### src/rtl/disp_addr_ctr.sv
module disp_addr_ctr #(
  parameter int AW = 7,
  parameter int GW = 6,
  parameter logic [AW-1:0] ONE_END = 7'h4F,
  parameter logic [AW-1:0] L1_END  = 7'h27,
  parameter logic [AW-1:0] L2_BEG  = 7'h40,
  parameter logic [AW-1:0] L2_END  = 7'h67
) (
  input  logic          clk,
  input  logic          rst_n,
  input  logic          ld,
  input  logic          ld_glyph,
  input  logic [AW-1:0] ld_addr,
  input  logic          step,
  input  logic          step_dn,
  input  logic          two_line,
  output logic [AW-1:0] addr
);

  localparam logic [AW-1:0] ZERO = '0;
  localparam logic [AW-1:0] ONE  = AW'(1);
  localparam logic [GW-1:0] GONE = GW'(1);

  logic          glyph_q;
  logic [AW-1:0] ld_val, up_val, dn_val, step_val;
  logic [GW-1:0] g_cur;

  assign g_cur = addr[GW-1:0];

  always_comb begin
    if (ld_glyph)
      ld_val = {{(AW-GW){1'b0}}, ld_addr[GW-1:0]};
    else if (!two_line)
      ld_val = (ld_addr > ONE_END) ? ZERO : ld_addr;
    else if (ld_addr > L2_END)
      ld_val = ZERO;
    else if (ld_addr > L1_END && ld_addr < L2_BEG)
      ld_val = L2_BEG;
    else
      ld_val = ld_addr;
  end

  always_comb begin
    if (!two_line) begin
      up_val = (addr >= ONE_END) ? ZERO : addr + ONE;
      dn_val = (addr == ZERO) ? ONE_END : addr - ONE;
    end else begin
      up_val = (addr == L1_END) ? L2_BEG :
               (addr >= L2_END) ? ZERO : addr + ONE;
      dn_val = (addr == L2_BEG) ? L1_END :
               (addr == ZERO)   ? L2_END : addr - ONE;
    end
  end

  assign step_val = glyph_q ? {{(AW-GW){1'b0}}, (step_dn ? g_cur - GONE : g_cur + GONE)}
                            : (step_dn ? dn_val : up_val);

  always_ff @(posedge clk) begin
    if (!rst_n) begin
      addr    <= ZERO;
      glyph_q <= 1'b0;
    end else if (ld) begin
      addr    <= ld_val;
      glyph_q <= ld_glyph;
    end else if (step) begin
      addr    <= step_val;
    end
  end

  assert_hold_R5: assert property (@(posedge clk) disable iff (!rst_n)
    (!ld && !step) |=> $stable(addr));

  assert_glyph_load_R3: assert property (@(posedge clk) disable iff (!rst_n)
    (ld && ld_glyph) |=> addr == {1'b0, $past(ld_addr[5:0])});

  assert_load_wins_R4: assert property (@(posedge clk) disable iff (!rst_n)
    (ld && !ld_glyph && !two_line && ld_addr <= 7'h4F) |=> addr == $past(ld_addr));

  assert_seam_up_R7: assert property (@(posedge clk) disable iff (!rst_n)
    (step && !ld && !step_dn && two_line && !glyph_q && addr == 7'h27) |=> addr == 7'h40);

  assert_seam_dn_R8: assert property (@(posedge clk) disable iff (!rst_n)
    (step && !ld && step_dn && two_line && !glyph_q && addr == 7'h40) |=> addr == 7'h27);

  assert_glyph_range_R9: assert property (@(posedge clk) disable iff (!rst_n)
    glyph_q |-> addr[6] == 1'b0);

endmodule

### config.mk
export PLATFORM = sky130hd
export DESIGN_NAME = disp_addr_ctr
export DESIGN_NICKNAME = d
export VERILOG_FILES = /design/src/rtl/disp_addr_ctr.sv
export SDC_FILE = /design/constraint.sdc
export NUM_CORES = 1
export LEC_CHECK = 0
export ABC_AREA = 1
export CAP_MARGIN = 20
export CORE_MARGIN = 2
export CORE_UTILIZATION = 32
export CTS_CLUSTER_SIZE = 12
export DETAILED_ROUTE_END_ITERATION = 8
export PLACE_DENSITY = 0.58
export SLEW_MARGIN = 10
export SYNTH_ARGS = -nofsm -noshare
export SYNTH_HDL_FRONTEND = slang
export SYNTH_SLANG_ARGS = --single-unit
### constraint.sdc
create_clock -name clk -period 1.9 [get_ports clk]
set_clock_uncertainty 0.15 [all_clocks]
set_input_delay 0.285 -clock clk [delete_from_list [all_inputs] [get_ports clk]]
set_output_delay 0.285 -clock clk [all_outputs]
set_load 0.01 [all_outputs]
### Word-level counts from Yosys, hierarchy flattened

Cells that the tools add are included.

* flip-flop bits (word level): 8
* bits of input ports: 14

* add/subtract/negate cells: 4
* magnitude comparators: 6
* eq/ne operators: 2
* mux-type cells: 18
* reduce and logical (&&, ||, !) cells: 3

Operators with widths (count)
* 2-to-1 mux 7 bit: 17
* >= comparator 7 bit (second input constant): 2
* > comparator 7 bit (second input constant): 2
* adder 7 x 1 -> 7 bit (second input constant): 1
* equality test 7 x 6 -> 1 bit (second input constant): 1
* equality test 7 bit (second input constant): 1
* > comparator 7 x 6 -> 1 bit (second input constant): 1
* zero test 7 bit: 1
* less-than comparator 7 bit (second input constant): 1
* subtractor 7 x 1 -> 7 bit (second input constant): 1
* adder 6 x 1 -> 6 bit (second input constant): 1
* 2-to-1 mux 6 bit: 1
* subtractor 6 x 1 -> 6 bit (second input constant): 1
* nonzero test 2 bit: 1
* logical AND 1 bit: 1

### Logic depth before layout (Yosys ltp)

Gate-level depths: netlist (run 1).

* depth after elaboration: 8
* gate-level depth with buffers: 13
* mapped depth without buffers: 13

### Worst setup path before layout (run 1)

OpenSTA, ideal clock, no wires.

* path type: register -> register
* from: register addr[0]
* to: register addr[4]
* setup time: 0.066 ns
* arrival: 1.647 ns
* slack: 0.037 ns
* stages on the path, launching flop included: 9
* path buffers: 0
* period minus slack after synthesis: 1.863 ns
* path through: dfxtp_1 > inv_1 > fa_1 > o21a_1 > nor2_1 > nor2_1 > a21oi_1 > nand2_1 > a21oi_2

* longest elaborated chain between the ends: 8
* elaborated cells between the ends (all ways): 22
* classes of those cells: add/sub: 4; order compare: 2; eq/ne: 2; mux: 13; reduce/logical: 1

Ends and longest elaborated chain
* start, declared: RTL line 17 `output logic [AW-1:0] addr`
* start signal, assigned: RTL line 63 `addr <= ld_val;`
* start signal, assigned: RTL line 66 `addr <= step_val;`
* adder 7 x 1 -> 7 bit, or another cell as far along: RTL line 45, 49
* 2-to-1 mux 7 bit, on equally long branches: RTL line 49, 51
* 2-to-1 mux 7 bit, on equally long branches: RTL line 48, 50
* 2-to-1 mux 7 bit: RTL line 44 `if (!two_line) begin`
* 2-to-1 mux 7 bit: RTL line 56 `: (step_dn ? dn_val : up_val);`
* 2-to-1 mux 7 bit *: RTL line 55 `assign step_val = glyph_q ? {{(AW-GW){1'b0}}, (step_dn ? g_cur - GONE : g_cur + GONE)}`
* 2-to-1 mux 7 bit *: RTL line 65 `end else if (step) begin`
* 2-to-1 mux 7 bit *: RTL line 62 `end else if (ld) begin`

Every way passes the cells marked *; elsewhere a longest branch is shown, timed or not. The select of a mux whose other input is x is not followed.
A chain may end at the register's enable or synchronous reset.

### Final worst setup path (run 1)

* from: register addr[3]
* to: output addr[3]

No word-level cell between the ends.

==> impl_results.md, run 1 <==
* Clock transition at the registers of the reported paths at 40 ps
* Die area at 0.00443 sq mm
* Drt first-iter violations at 75
* Clk Tree Root Cell: clkbuf_8
* Critical Path RT at 1460 ps
* Setup-violating endpoint count in the final report at 0
* Static power due to leakage at 0.818 nW
* Sequential cell area at 161 sq um
* DIE HEIGHT at 66.5 um
* Final Routed Wirelength at 3600 um
* Maximum VDD drop at 0.219 mV
* Routability congestion estimate from global placement at 0.865
* Layout cells sized above 1 at 0.229
* CP Buf/Inv Count at 2
* Die width at 66.5 um
* Average wire per standard cell at 12.3 um
* # H-tree levels at 1
* Clock period minus worst slack at 1790 ps
* Remaining antenna violation count after routing at 0
* Synth warnings at 0
* Via-per-instance ratio at 4.86
* Smallest hold slack at 382 ps
* Buffer levels on the longest clock path at 2
* Fraction of the cycle the final worst path needs at 0.943
* Category of the worst setup path capture point: output port
* Worst path cell trace: buf_4, clkdlybuf4s50_1
* CP delay by family, top: buffers and inverters
* Cell variety after synth at 29
* Critical Path Fanout Max at 5
* Sequential cell area fraction in the yosys report at 0.128
* Run status: finished, final reports clean
* Final Slew Violations at 0
* Worst hold-check path type: reg2reg
* Number of detailed-route iterations in the first pass at 4
* Clock insertion delay at the later pin of the skew report at 230 ps
* Max Freq at 0.558 GHz
* Total inserted antenna cells at 0
* Post-Syn Area per Cell at 6.07 sq um
* Site Rows at 22
* Number of buffers added to fix hold violations after cts at 0
* Number of buffers added on ports at 20
* Total via count after detailed routing at 1425
* Post-Synthesis Cells at 206
* Number of antenna violations at the first check in global routing at 0
* GRT Total Usage at 0.173
* Core box area at 0.00372 sq mm
* Setup crit start kind: flip-flop
* Flip-flop and latch count after synthesis at 8
* Max stage delay cell, worst path: clkdlybuf4s50_1
* Footprint of the multi-input gates at 950 sq um
* Clock tree from TritonCTS: built
* Detailed Place HPWL at 2980 um
* TritonCTS Buffers at 3
* GR Overflow Total at 0
* Vias in the first global route at 1309
* Delay contributed by the slowest stage of the critical path at 540 ps
* Final worst setup slack at 108 ps
* Placement-stage worst setup slack at -334 ps
* Arrival time at the worst endpoint at 1360 ps
* Count of unresolved DRC violations after routing at 0
* Startpoint-to-endpoint class of the critical path: reg2out
* Netlist area before placement at 0.00125 sq mm
* RSZ-0062 raised after global routing: false
* Layout Nets at 269
* Ports at 21
* Number of max-cap violations at 0
* Count of clock tree sinks at 8
* First-pass GRT wire length at 5840 um
* Slew @ Worst Pin at 273 ps
* Count of filler cells inserted in the layout at 408
* Maximum number of pins on one net before global-route repair at 10
* Endpoints failing hold at 0
* Power density over the cells at 530 mW/mm^2
* Normalized max-slew margin at 0.818
* Net Count, Synth at 228
* Syn-to-layout area delta at 36.2%
* Effective utilization at floorplan at 0.337
-- where the power goes --
group / switching, W / internal (W)
clock network: 0.0000763 / 0.000138
registers: 0.0000222 / 0.000184
logic: 0.000260 / 0.000223
-- metal layers --
layer | up-vias | wire (um) | global-route usage
li1 | 748 | - | -
met1 | 636 | 1660 | 0.231
met2 | 41 | 1760 | 0.299
met3 | 0 | 177 | 0.0186
met4 | 0 | 0 | 0.0357
met5 | - | 0 | 0
-- cell usage in the layout (no fill, tap or decap), types with 2 or more instances in the layout --
cell | synthesis | routed
nor3_1 | 2 | 2
inv_2 | 1 | 3
clkbuf_8 | 0 | 3
nand2_2 | 6 | 7
ha_1 | 7 | 5
inv_1 | 29 | 27
clkdlybuf4s50_1 | 0 | 19
nand3_2 | 4 | 4
buf_4 | 1 | 19
nand2_1 | 47 | 46
a21oi_1 | 18 | 18
dfxtp_1 | 8 | 7
a21oi_2 | 3 | 3
nor2_2 | 2 | 2
nand3_1 | 18 | 18
nor2_4 | 5 | 5
nand4_1 | 5 | 5
nor2_1 | 21 | 21
o21ai_0 | 11 | 11
ha_4 | 0 | 2
xnor2_1 | 3 | 3
xor2_1 | 2 | 2
-- final timing paths --
kind	from	end	slack [ps]	depth (start not counted)
worst max-delay path	addr[3]	addr[3]	110	2
worst min-delay path	addr[3]	addr[3]	380	2
worst min register to register	addr[3]	addr[3]	380	2
worst max register to register	addr[0]	addr[3]	150	10
-- worst min-delay path: stages, from the launching register on --
cell,delay [ps]
dfxtp_1,340
nand2_1,90
a21oi_2,50
-- final cells by class --
cell class | instances | area share
Clock buffer | 3 | 0.0242
Inverter | 31 | 0.0698
Sequential cell | 8 | 0.0947
Timing Repair Buffer | 41 | 0.219
Multi-Input combinational cell | 162 | 0.557
Tap cell | 48 | 0.0352
-- cells by family after synthesis --
| logic type | share of synthesized area |
|---|---|
| AND/OR/NAND/NOR | 0.453 |
| AO/OA/AOI/OAI | 0.161 |
| buffers and inverters | 0.137 |
| adder cells (fa/ha/maj) | 0.0860 |
| flip-flops | 0.128 |
| XOR/XNOR | 0.0350 |
-- registers in the layout, indices dropped and copies added (netlist names) --
register  count
addr          7
glyph_q       1
-- cells in the mapped netlist, drive strengths merged --
master	number	area share
nand2	53	0.17
inv	31	0.095
nor2	29	0.13
nand3	22	0.10
a21oi	21	0.093
o21ai	12	0.051
dfxtp	8	0.13
ha	7	0.070
buf	5	0.042
nand4	5	0.025
xnor2	3	0.021
nor3	2	0.0080
xor2	2	0.014
a31oi	1	0.0050
fa	1	0.016
nand3b	1	0.0060
o211ai	1	0.0060
o21a	1	0.0060
or2	1	0.0050
-- what timing repair did --
| item | in CTS | in global routing |
|---|---|---|
| endpoints found under the setup margin | 4 | 6 |
| gates resized for setup | 5 | 4 |
| pin swaps | 0 | 3 |
| buffers inserted | 0 | 2 |
| endpoints found under the hold margin | 0 | 0 |
-- stage by stage --
step                      instance area [sq um]  total power, W  setup TNS [ps]  instances  utilization
after global routing                       1700        0.000967               0        293        0.459
after CTS                                  1690        0.000900               0        291        0.454
after detailed placement                   1610        0.000678           -1130        288        0.434
final                                      1700        0.000904               0        293        0.459
after floorplan                            1250        0.000516               0        206            -
after global placement                     1610        0.000681            -986        288        0.434
Power figures use the tool's default switching activity.
==> inputs of run 2 (changes only) <==
--- a/config.mk
+++ b/config.mk
@@ -6,5 +6,4 @@
 export NUM_CORES = 1
 export LEC_CHECK = 0
-export ABC_AREA = 1
 export CAP_MARGIN = 20
 export CORE_MARGIN = 2
==> constraint.sdc (replaced) <==
create_clock -name clk -period 1.9 [get_ports clk]
set_clock_uncertainty 0.15 [all_clocks]
set_input_delay 0.38 -clock clk [delete_from_list [all_inputs] [get_ports clk]]
set_output_delay 0.38 -clock clk [all_outputs]
set_load 0.01 [all_outputs]
==> impl_results.md, run 2 <==
* Run status: complete, but fails checks (was finished, final reports clean)
* Violations in the final reports: setup timing
* Number of max-cap violations at 0 (unchanged)
* Ports at 21 (unchanged)
* Average wire per standard cell at 17.6 um (was 12.3 um)
* Clk Tree Root Cell: clkbuf_8 (unchanged)
* Static power due to leakage at 0.814 nW (was 0.818 nW)
* Highest routed metal layer: met4 (was met3)
* Post-route met1 wirelength at 2070 um (was 1660 um)
* Synth warnings at 0 (unchanged)
* Cell variety after synth at 54 (was 29)
* GR Overflow Total at 0 (unchanged)
* Worst r2r path cells at 6 (was 10)
* Critical Path RT at 1860 ps (was 1460 ps)
* WHS Path Cells at 3 (was 2)
* Syn-to-layout area delta at 77.9% (was 36.2%)
* Net Count, Synth at 179 (was 228)
* Category of the worst setup path capture point: flip-flop (was output port)
* Placed cell areas at 0.00180 sq mm (was 0.00161 sq mm)
* Normalized max-slew margin at 0.696 (was 0.818)
* Area of all placed cells without fillers at 0.00209 sq mm (was 0.00170 sq mm)
* First-pass GRT wire length at 7800 um (was 5840 um)
* Clock tree from TritonCTS: built (unchanged)
* Cell with the most instances after synthesis: nand2_1 (unchanged)
* Registers with the most flip-flops: addr x7, glyph_q x1 (unchanged)
* Final worst setup slack at -74.3 ps (was 108 ps)
* Power density over the cells at 519 mW/mm^2 (was 530 mW/mm^2)
* Via-per-instance ratio at 5.81 (was 4.86)
* Count of unresolved DRC violations after routing at 0 (unchanged)
* Primary flip-flop cell chosen by synthesis mapping: dfxtp_1 (unchanged)
* Worst hold-check path type: reg2reg (unchanged)
* Drt first-iter violations at 110 (was 75)
* DIE HEIGHT at 64.6 um (was 66.5 um)
* Effective utilization at floorplan at 0.325 (was 0.337)
* Core box area at 0.00361 sq mm (was 0.00372 sq mm)
* Remaining antenna violation count after routing at 0 (unchanged)
* Cell type with the highest aggregate area in the netlist: dfxtp_1 (was nand2_1)
* Met3 wire length at 263 um (was 177 um)
* Arrival time at the worst endpoint at 1930 ps (was 1360 ps)
* Maximum number of pins on one net before global-route repair at 13 (was 10)
* # H-tree levels at 1 (unchanged)
* Clock insertion delay at the later pin of the skew report at 250 ps (was 230 ps)
* Buffer levels on the longest clock path at 2 (unchanged)
* Post-Syn Area per Cell at 7.48 sq um (was 6.07 sq um)
* Share of Yosys cell area claimed by the top area cell type at 0.136 (was 0.141)
* Number of buffers added on ports at 20 (unchanged)
* Max reg flops at 7 (unchanged)
* Flip-flop and latch count after synthesis at 8 (unchanged)
* Final cell count without fillers at 275 (was 293)
* Max Freq at 0.506 GHz (was 0.558 GHz)
* Routability congestion estimate from global placement at 0.890 (was 0.865)
* Sequential cell area fraction in the yosys report at 0.136 (was 0.128)
* Clock period minus worst slack at 1970 ps (was 1790 ps)
* Share of synthesized flip-flops with an asynchronous set or reset at 0 (unchanged)
* GRT Total Usage at 0.242 (was 0.173)
* Total inserted antenna cells at 0 (unchanged)
* Launch instance of the worst register-to-register path: addr[1] (was addr[0])
* Slew @ Worst Pin at 454 ps (was 273 ps)
* Routed wire length on met2 at 2390 um (was 1760 um)
* Sw Pwr at 0.000417 W (was 0.000359 W)
* Critical Path Fanout Max at 6 (was 5)
* Clock share of power at 0.217 (was 0.237)
* Clock transition at the registers of the reported paths at 50 ps (was 40 ps)
* Number of cells after detailed placement at 267 (was 288)
* Detailed Place HPWL at 3530 um (was 2980 um)
* Commonest cells after routing, fill and taps aside: buf_4 (53), clkdlybuf4s50_1 (18), nand2_1 (11), nor2_1 (9), a21oi_1 (8) (was nand2_1 (46), inv_1 (27), nor2_1 (21), clkdlybuf4s50_1 (19), buf_4 (19))
* R2R setup slack at -70 ps (was 150 ps)
* Final Routed Wirelength at 4840 um (was 3600 um)
* Most common cell after layout, fill and taps aside: buf_4 (was nand2_1)
* Site Rows at 22 (unchanged)
* Placement-stage worst setup slack at -756 ps (was -334 ps)
* Post-synth top cells: nand2_1 (11), a21oi_1 (10), nor2_1 (9) (was nand2_1 (47), inv_1 (29), nor2_1 (21))
* Internal Power at 0.000667 W (was 0.000545 W)
* Worst reg2reg path endpoint: addr[5] (was addr[3])
* Number of antenna violations at the first check in global routing at 0 (unchanged)
* Setup crit start kind: flip-flop (unchanged)
* Largest cells by area after synthesis: dfxtp_1 (14%), ha_1 (7.5%), a21oi_1 (4.3%) (was nand2_1 (14%), dfxtp_1 (13%), inv_1 (8.7%))
* Startpoint-to-endpoint class of the critical path: reg2reg (was reg2out)
* Launch instance of the worst min-delay path: glyph_q (was addr[3])
* Endpoints failing hold at 0 (unchanged)
* Die area at 0.00417 sq mm (was 0.00443 sq mm)
* Total via count after detailed routing at 1597 (was 1425)
* Layout cells sized above 1 at 0.441 (was 0.229)
* Switching power as a share of total power at 0.384 (was 0.397)
* Number of detailed-route iterations in the first pass at 4 (unchanged)
* Combinational Power Share at 0.585 (was 0.535)
* Fraction of the cycle the final worst path needs at 1.04 (was 0.943)
* TritonCTS Buffers at 3 (unchanged)
* Die width at 64.6 um (was 66.5 um)
* Count of filler cells inserted in the layout at 343 (was 408)
* Vias in the first global route at 1565 (was 1309)
* RSZ-0062 raised after global routing: true (was false)
* Count of clock tree sinks at 8 (unchanged)
* Utilization after layout at 0.579 (was 0.459)
* Layout Nets at 250 (was 269)
* Netlist area before placement at 0.00117 sq mm (was 0.00125 sq mm)
* Setup-violating endpoint count in the final report at 4 (was 0)
* Share of power burned in registers at 0.198 (was 0.228)
* Top reg by flops: addr (unchanged)
* Number of synthesized flops with an enable pin at 0 (unchanged)
* Maximum VDD drop at 0.294 mV (was 0.219 mV)
* Final Slew Violations at 0 (unchanged)
* Post-Synthesis Cells at 157 (was 206)
* Number of buffers added to fix hold violations after cts at 0 (unchanged)
* Endpoint, Worst Hold: glyph_q (was addr[3])
run 2: cell types whose count changed in the layout (fill, tap and decap cells not counted), moves of 7 or more:
cell     delta
nand3_1    -14
buf_4      +34
a21oi_1    -10
nand2_1    -35
inv_1      -22
nand2_2     -7
nor2_1     -12
run 2: power groups by stage:
stage | sequential [W] | combinational [W] | clock (W)
after floorplan | 0.000212 | 0.000267 | 0
after global placement | 0.000214 | 0.000523 | 0
after detailed placement | 0.000214 | 0.000531 | 0
after CTS | 0.000213 | 0.000595 | 0.000228
after global routing | 0.000218 | 0.000679 | 0.000247
final | 0.000215 | 0.000634 | 0.000235
run 2: cell families (layout without fill, tap and decap cells):
group           count (synthesis)  after routing  synth area share
flops                           8              8             0.136
buf+inv                        17             87            0.0640
simple gates                   55             55             0.265
mux                             2              2            0.0171
fa+ha+maj                       8              8            0.0917
xor+xnor                        7              7            0.0522
compound gates                 60             60             0.373
run 2: timing repair:
item,4_1_cts,5_1_grt
pin swaps,9,5
endpoints found under the setup margin,9,10
gates resized for setup,34,15
cloned,1,0
setup buffers,2,1
run 2: worst max-delay path, cell delays in order, from the launching register on:
cell and delay, ps:
dfxtp_4 400, ha_4 210, a211o_4 340, a2111oi_4 270, nand3b_1 160, mux2i_1 200
o211ai_1 100
run 2: layout make-up:
type	instances	area (sq um)	share of cell area
tap	48	60.1	0.0288
multi-input combinational	132	1160	0.555
clock buffer	4	45.0	0.0216
inverter	6	22.5	0.0108
timing repair buffer	77	631	0.302
sequential	8	171	0.0821
run 2: how the worst max path moves through the flow:
stage | end | depth (start not counted) | from | slack, ps
2_1_floorplan | addr[5] | 6 | addr[1] | -20
3_3_place_gp | addr[5] | 7 | step_dn | -700
3_5_place_dp | addr[5] | 7 | step_dn | -760
4_1_cts | addr[5] | 6 | addr[1] | -60
5_1_grt | addr[5] | 7 | addr[1] | -140
6_report | addr[5] | 6 | addr[1] | -70
run 2: stage by stage:
step,setup TNS [ps],hold slack [ps],total power [W]
after floorplan,-21.4,370,0.000479
after global placement,-3460,514,0.000737
after detailed placement,-3640,532,0.000745
after CTS,-173,565,0.00104
after global routing,-461,625,0.00114
final,-154,568,0.00108
run 2: layer usage:
metal / track usage / vias to the layer above
met3: 0.0347 / 13
met1: 0.320 / 770
met4: 0.0904 / 0
met2: 0.398 / 63
li1: - / 751
met5: 0 / -
